[src/rtl/uart_rxq_pkg.sv]
package uart_rxq_pkg;
   localparam int RXQ_DATA_W = 8;
   localparam int RXQ_TAG_W  = 3;

   typedef struct packed {
      logic [RXQ_TAG_W-1:0]  tags;
      logic [RXQ_DATA_W-1:0] data;
   } rxq_entry_t;
endpackage

[src/rtl/rxq_store.sv]
module rxq_store
   import uart_rxq_pkg::*;
#(
   parameter int DEPTH = 128,
   localparam int PTR_W = $clog2(DEPTH),
   localparam int CNT_W = $clog2(DEPTH + 1)
) (
   input  logic             clk,
   input  logic             rst_n,
   input  logic             flush,
   input  logic             fifo_en,
   input  logic             wr_en,
   input  rxq_entry_t       wr_entry,
   input  logic             rd_en,
   output rxq_entry_t       head_entry,
   output logic [CNT_W-1:0] count,
   output logic             overrun
);
   localparam logic [CNT_W-1:0] FULL_CNT = CNT_W'(DEPTH);

   rxq_entry_t mem [DEPTH];
   logic [PTR_W-1:0] wr_ptr, rd_ptr, wr_ptr_nx, rd_ptr_nx;
   logic [RXQ_DATA_W-1:0] last_q;
   logic [CNT_W-1:0] cap;
   logic push, pop;

   if (DEPTH < 2) begin : g_bad_depth
      $error("rxq_store: DEPTH must be at least 2");
   end

   assign cap  = fifo_en ? FULL_CNT : CNT_W'(1);
   assign push = wr_en && (count < cap) && !flush;
   assign pop  = rd_en && (count != '0) && !flush;

   if ((DEPTH & (DEPTH - 1)) == 0) begin : g_wrap_pow2
      assign wr_ptr_nx = wr_ptr + 1'b1;
      assign rd_ptr_nx = rd_ptr + 1'b1;
   end else begin : g_wrap_cmp
      assign wr_ptr_nx = (wr_ptr == PTR_W'(DEPTH - 1)) ? '0 : wr_ptr + 1'b1;
      assign rd_ptr_nx = (rd_ptr == PTR_W'(DEPTH - 1)) ? '0 : rd_ptr + 1'b1;
   end

   always_ff @(posedge clk) begin
      if (push) mem[wr_ptr] <= wr_entry;
   end

   always_ff @(posedge clk or negedge rst_n) begin
      if (!rst_n) begin
         wr_ptr  <= '0;
         rd_ptr  <= '0;
         count   <= '0;
         overrun <= 1'b0;
         last_q  <= '0;
      end else if (flush) begin
         wr_ptr  <= '0;
         rd_ptr  <= '0;
         count   <= '0;
         overrun <= 1'b0;
         last_q  <= '0;
      end else begin
         if (push) wr_ptr <= wr_ptr_nx;
         if (pop) begin
            rd_ptr <= rd_ptr_nx;
            last_q <= mem[rd_ptr].data;
         end
         if (wr_en && !push) overrun <= 1'b1;
         if (push && !pop)      count <= count + 1'b1;
         else if (pop && !push) count <= count - 1'b1;
      end
   end

   always_comb begin
      if (count != '0) begin
         head_entry = mem[rd_ptr];
      end else begin
         head_entry.tags = '0;
         head_entry.data = last_q;
      end
   end

   assert_no_overflow_R1: assert property (@(posedge clk) disable iff (!rst_n)
      count <= FULL_CNT);
   assert_full_drop_R1: assert property (@(posedge clk) disable iff (!rst_n)
      (wr_en && count >= cap && !rd_en && !flush) |=> ($stable(count) && overrun));
   assert_single_cap_R4: assert property (@(posedge clk) disable iff (!rst_n)
      (!fifo_en && !flush) |-> count <= CNT_W'(1));
   assert_empty_read_R9: assert property (@(posedge clk) disable iff (!rst_n)
      (rd_en && count == '0 && !wr_en) |=> count == '0);
   assert_flush_empty_R10: assert property (@(posedge clk) disable iff (!rst_n)
      flush |=> (count == '0 && !overrun));
endmodule

[src/rtl/rxq_irq.sv]
module rxq_irq #(
   parameter int CNT_W = 8
) (
   input  logic             fifo_en,
   input  logic [CNT_W-1:0] count,
   input  logic [CNT_W-1:0] eff_trig,
   output logic             irq
);
   always_comb begin
      if (fifo_en) irq = (count >= eff_trig);
      else         irq = (count != '0);
   end
endmodule

[src/rtl/rxq_flow.sv]
module rxq_flow #(
   parameter int CNT_W = 8,
   parameter int HYST  = 8
) (
   input  logic             clk,
   input  logic             rst_n,
   input  logic             flush,
   input  logic             auto_en,
   input  logic [CNT_W-1:0] count,
   input  logic [CNT_W-1:0] eff_trig,
   output logic             rts_n
);
   localparam int W = CNT_W + 1;
   logic [W-1:0] hi_thr, lo_thr, cnt_w;

   if (HYST < 1) begin : g_bad_hyst
      $error("rxq_flow: HYST must be at least 1");
   end

   assign cnt_w  = W'(count);
   assign hi_thr = W'(eff_trig) + W'(HYST);
   assign lo_thr = (W'(eff_trig) > W'(HYST)) ? W'(eff_trig) - W'(HYST) : W'(1);

   always_ff @(posedge clk or negedge rst_n) begin
      if (!rst_n)                rts_n <= 1'b0;
      else if (flush || !auto_en) rts_n <= 1'b0;
      else if (cnt_w > hi_thr)   rts_n <= 1'b1;
      else if (cnt_w < lo_thr)   rts_n <= 1'b0;
   end

   assert_manual_low_R8: assert property (@(posedge clk) disable iff (!rst_n)
      !auto_en |=> !rts_n);
   assert_hold_band_R7: assert property (@(posedge clk) disable iff (!rst_n)
      (auto_en && !flush && cnt_w >= lo_thr && cnt_w <= hi_thr) |=> $stable(rts_n));
   assert_pause_R6: assert property (@(posedge clk) disable iff (!rst_n)
      (auto_en && !flush && cnt_w > hi_thr) |=> rts_n);
endmodule

[src/rtl/uart_rx_fifo_rts.sv]
module uart_rx_fifo_rts
   import uart_rxq_pkg::*;
#(
   parameter int DEPTH = 128,
   parameter int HYST  = 8,
   localparam int CNT_W = $clog2(DEPTH + 1)
) (
   input  logic                  clk,
   input  logic                  rst_n,
   input  logic                  wr_en,
   input  logic [RXQ_DATA_W-1:0] wr_data,
   input  logic [RXQ_TAG_W-1:0]  wr_tags,
   input  logic                  rd_en,
   input  logic                  fifo_en,
   input  logic [CNT_W-1:0]      trig_lvl,
   input  logic                  efr_auto,
   input  logic                  mcr_flow_en,
   output logic [RXQ_DATA_W-1:0] head_data,
   output logic [RXQ_TAG_W-1:0]  head_tags,
   output logic                  data_ready,
   output logic                  rx_irq,
   output logic                  rts_n,
   output logic                  overrun
);
   rxq_entry_t wr_entry, head_entry;
   logic [CNT_W-1:0] count, eff_trig;
   logic fifo_q, flush, auto_en;

   always_ff @(posedge clk or negedge rst_n) begin
      if (!rst_n) fifo_q <= 1'b0;
      else        fifo_q <= fifo_en;
   end

   assign flush    = fifo_q && !fifo_en;
   assign auto_en  = efr_auto && mcr_flow_en && fifo_en;
   assign eff_trig = (trig_lvl == '0) ? CNT_W'(1) : trig_lvl;
   assign wr_entry.data = wr_data;
   assign wr_entry.tags = wr_tags;

   rxq_store #(.DEPTH(DEPTH)) u_store (
      .clk(clk), .rst_n(rst_n), .flush(flush), .fifo_en(fifo_en),
      .wr_en(wr_en), .wr_entry(wr_entry), .rd_en(rd_en),
      .head_entry(head_entry), .count(count), .overrun(overrun));

   rxq_irq #(.CNT_W(CNT_W)) u_irq (
      .fifo_en(fifo_en), .count(count), .eff_trig(eff_trig), .irq(rx_irq));

   rxq_flow #(.CNT_W(CNT_W), .HYST(HYST)) u_flow (
      .clk(clk), .rst_n(rst_n), .flush(flush), .auto_en(auto_en),
      .count(count), .eff_trig(eff_trig), .rts_n(rts_n));

   assign head_data  = head_entry.data;
   assign head_tags  = head_entry.tags;
   assign data_ready = (count != '0);

   assert_irq_needs_data_R5: assert property (@(posedge clk) disable iff (!rst_n)
      rx_irq |-> data_ready);
   assert_empty_tags_R2: assert property (@(posedge clk) disable iff (!rst_n)
      !data_ready |-> head_tags == '0);
   assert_ready_after_write_R11: assert property (@(posedge clk) disable iff (!rst_n)
      (wr_en && !flush) |=> data_ready);
endmodule

[config.mk]
export PLATFORM = sky130hd
export DESIGN_NAME = uart_rx_fifo_rts
export DESIGN_NICKNAME = d
export VERILOG_FILES = /design/src/rtl/uart_rxq_pkg.sv /design/src/rtl/rxq_store.sv /design/src/rtl/rxq_irq.sv /design/src/rtl/rxq_flow.sv /design/src/rtl/uart_rx_fifo_rts.sv
export SDC_FILE = /design/constraint.sdc
export NUM_CORES = 2
export LEC_CHECK = 0
export BUFFER_PORTS_ARGS = -buffer_cell sky130_fd_sc_hd__buf_4
export CAP_MARGIN = 15
export CORE_MARGIN = 10
export CORE_UTILIZATION = 63
export DETAILED_ROUTE_END_ITERATION = 16
export HOLD_SLACK_MARGIN = 0.08
export PLACE_DENSITY = 0.79
export SLEW_MARGIN = 10
export SYNTH_ARGS = -nofsm -noshare
export SYNTH_HDL_FRONTEND = slang
export SYNTH_SLANG_ARGS = --single-unit
[constraint.sdc]
create_clock -name clk -period 4.47 [get_ports clk]
set_input_delay 0.6705 -clock clk [delete_from_list [all_inputs] [get_ports clk]]
set_output_delay 0.6705 -clock clk [all_outputs]
set_load 0.01 [all_outputs]
==> results.md <==
- Total CTS buffers: 139
- Dpl cell area: around 60,000 µm²
- Area growth from synthesis to layout: 16.87%
- Design Area, Final: approximately 66,000 µm²
- FP Rows: around 110
- Top cells by area, synth: edfxtp_1, mux4_2, mux2i_1, dfrtp_1, nor2_1
- Hold depth: 3
- Fill cells: 4,330
- Syn Area/Cell: around 21 µm²
- Placed Cells: 4,043
- Critical path class: register to primary output
- Unique masters post-synth: 57
- Worst Setup End Kind: primary output
- CTS Buffer Depth: 3
- Post-Syn Nets: about 2,800
- Crit Path Max Fanout: 7
- Multi-input combinational cell area: between 10,000 and 15,000 µm²
- Post-route core utilization: 74.66%
- Synth area leader: edfxtp_1
- First-pass DRT Iterations: 7
- Clock Pin Slew Worst Setup and Hold Paths: approximately 0.070 ns
- CTS Root Cell: clkbuf_16
- Failing checks: negative setup slack
- Max Clk Rate: ~210 MHz
- DRT Wirelength: between 150 and 200 mm
- Vias: ~32,000
- Number of port buffers: 40
- Total power: roughly 37 mW
- Max Clock Skew: 0.03344 ns
- Fin. Hold Viols: 0
- Most common cell after layout, fill and taps aside: edfxtp_1
- R2R cell count: 13
- Most frequent cells in the layout: edfxtp_1, mux4_2, buf_4
- Worst Hold Slack: roughly 0.20 ns
- Worst Hold Class: input port to register
- Hold EP: u_store.overrun$_DFFE_PN0P_
- Worst rel slew slack: under 10%
- Register area share after synthesis: roughly three quarters
- Vias in the first global route: a little over 30,000
- Switching Share: roughly 29%
- Status: finished with violations
- DR iter-0 viols: between 5,000 and 6,000
- Sequential share of power: between 40 and 50%
- Post-DRT Antenna Nets: 0
- Total grt overflow: 0
- Lkg Pwr: 21.39 nW
- CTS Sinks: between 1,000 and 1,500
- GPL Wtd Cong: 0.8709
- Fin crit period: 4.818 ns
- Seq cells post-synth: ~1,400
- Pins over their slew limit: 0
- Antenna violations before repair: 5
- Int Power: around 26 mW
- CTS tree: done
- Post-DP HPWL: 82.45 mm
- Initial Util: 63.88%
- Crit path largest cell delay: between 0.5 and 0.6 ns
- Setup TNS: -1.537 ns
- DR WL/cell: 36.21 µm
- Worst r2r src: u_store.count[3]$_DFFE_PN0P_
- Worst setup SP type: register
- Total GRT Usage: approximately 30%
- Mapped Area: about 57,000 µm²
- Max VDD drop: between 0.0006 and 0.0007 V
- Die Wd: about 320 µm
- Vias/cell: 7.261
- Non-Filler Instances: around 4,400
- Dpl ws: -0.2550 ns
- MaxCap Viol Count: 0
- Largest net degree at the start of global routing: about 100
- Combinational power share: 28.1%
- Cell count after synthesis: ~2,700
- R2R Setup Slk: approximately 0.70 ns
- Die H: ~320 µm
- Worst-margin pin slew: about 1.5 ns
- Post-synth top area share: 74.55%
- Critical-path cell list: buf_12, buf_12, buf_16, buf_4, mux4_2, mux2i_2, o22ai_2, nor3_4, o21ai_2, buf_4, o31a_1, mux2_4, buf_6
- RSZ-0062 raised after global routing: true
- Share of cells above drive strength 1: a little under a third
- Crit path required time: approximately 3.8 ns
- Worst setup margin: -0.3476 ns
- Crit path launch: u_store.rd_ptr[0]$_DFFE_PN0P_
- Slowest CP cell: dfrtp_4
- Nets@finish: between 3,000 and 4,000
- Clock network fraction of total power: between 30% and 40%
- Seq. cell area: 43,120 µm²
- Prevailing post-synth register cell: edfxtp_1
- Async SR Flop Fraction: 2.290%
- Drt drc: 0
- Worst EP arrival: 4.15 ns
- Total power per unit cell area: approximately 560 nW/µm²
- Die ar.: 102,400 µm²
- Tcrit/Tclk final: 107.8%
- Yosys warns: 0
- End of the worst register-to-register path: u_store.count[7]$_DFFE_PN0P_
- Count of flip-flops with a built-in enable after synthesis: between 1,000 and 1,500
- H-tree depth: 4
- Hold path startpoint: wr_en
- Final Setup Violations: 11
- First-pass GRT wire length: between 200 and 250 mm
- I/O Pins: slightly above 40
- Clk_lat worst skew: between 0.7 and 0.8 ns
- Psw: about 11 mW
- Core ar.: 88,780 µm²
worst max-delay path by stage:
stage,endpoint,depth (start not counted)
final,head_data[1],13
after global routing,head_data[1],13
after CTS,head_data[2],12
after detailed placement,head_data[2],11
after global placement,head_data[2],11
after floorplan,u_store.count[7]$_DFFE_PN0P_,14
what timing repair did:
action	in CTS	in global routing
hold endpoints to repair	34	0
setup endpoints to repair	11	11
setup buffers	46	15
cloned	11	3
pin swaps	23	15
resized for setup	144	60
hold buffers	2	0
cell families (layout without fill, tap and decap cells):
logic type	after synthesis	in the layout	synth area share (%)
XOR/XNOR	17	17	0.2625
multiplexers	486	486	15.49
adder cells (fa/ha/maj)	31	31	0.6972
AND/OR/NAND/NOR	319	319	2.497
AO/OA/AOI/OAI	278	278	3.581
other	0	4	0
flip-flops	1441	1441	76.01
buffers and inverters	167	632	1.465
per-layer routing:
metal / global-route usage [%] / routed length [µm] / up-vias
li1: - / - / 12133
met1: 38.32 / 52400 / 16188
met2: 47.92 / 76720 / 2850
met3: 7.780 / 20310 / 576
met4: 12.49 / 8861 / 6
met5: 0 / 38 / -
worst max-delay path: cells and delay by family (launching register included):
kind                   cells  cell delay [ns]
AOI/OAI and AO/OA          3             0.54
buffers and inverters      6             0.90
DFF                        1             0.55
and+or+nand+nor            1             0.28
muxes                      3             1.07
flip-flops by register name, indices dropped and copies added (netlist names):
| register | cells |
|---|---|
| fifo_q | 1 |
| u_store.last_q | 8 |
| u_store.overrun | 1 |
| u_store.wr_ptr | 7 |
| u_flow.rts_n | 1 |
| u_store.rd_ptr | 7 |
| u_store.count | 8 |
| u_store.mem | 1408 |
cell usage after synthesis, drive strengths merged (5+ instances only):
| cell type | count |
|---|---|
| or3 | 6 |
| o22ai | 32 |
| a31oi | 9 |
| buf | 77 |
| nor3 | 11 |
| clkbuf | 71 |
| o31a | 5 |
| edfxtp | 1408 |
| o221ai | 16 |
| nand4 | 6 |
| a221oi | 6 |
| mux2i | 161 |
| xnor2 | 10 |
| a21o | 7 |
| nand3 | 14 |
| nor2 | 165 |
| mux4 | 312 |
| a21oi | 30 |
| nor2b | 27 |
| dfrtp | 33 |
| inv | 19 |
| nand2b | 7 |
| mux2 | 13 |
| ha | 30 |
| a211oi | 53 |
| and2 | 5 |
| nand2 | 60 |
| nor4 | 9 |
| a22oi | 30 |
| xor2 | 7 |
| o21ai | 27 |
| a22o | 32 |
power groups by stage:
| stage | Sequential (mW) | Combinational, mW | Clock [mW] |
|---|---|---|---|
| 2_1_floorplan | 15.3 | 5.58 | 0 |
| 3_3_place_gp | 15.4 | 7.90 | 0 |
| 3_5_place_dp | 15.5 | 8.09 | 0 |
| 4_1_cts | 15.1 | 9.67 | 11.6 |
| 5_1_grt | 15.2 | 10.8 | 12.2 |
| 6_report | 15.1 | 10.5 | 11.7 |
cell type report:
cell class / count / share of cell area (%)
Inverter: 19 / 0.1076
Tap cell: 1165 / 2.199
Sequential cell: 1441 / 65.05
Timing Repair Buffer: 361 / 5.452
Antenna cell: 4 / 0.01510
Clock inverter: 82 / 1.310
Multi-Input combinational cell: 1131 / 20.44
Clock buffer: 170 / 5.423
No activity file was read; power rests on OpenSTA's default activity.
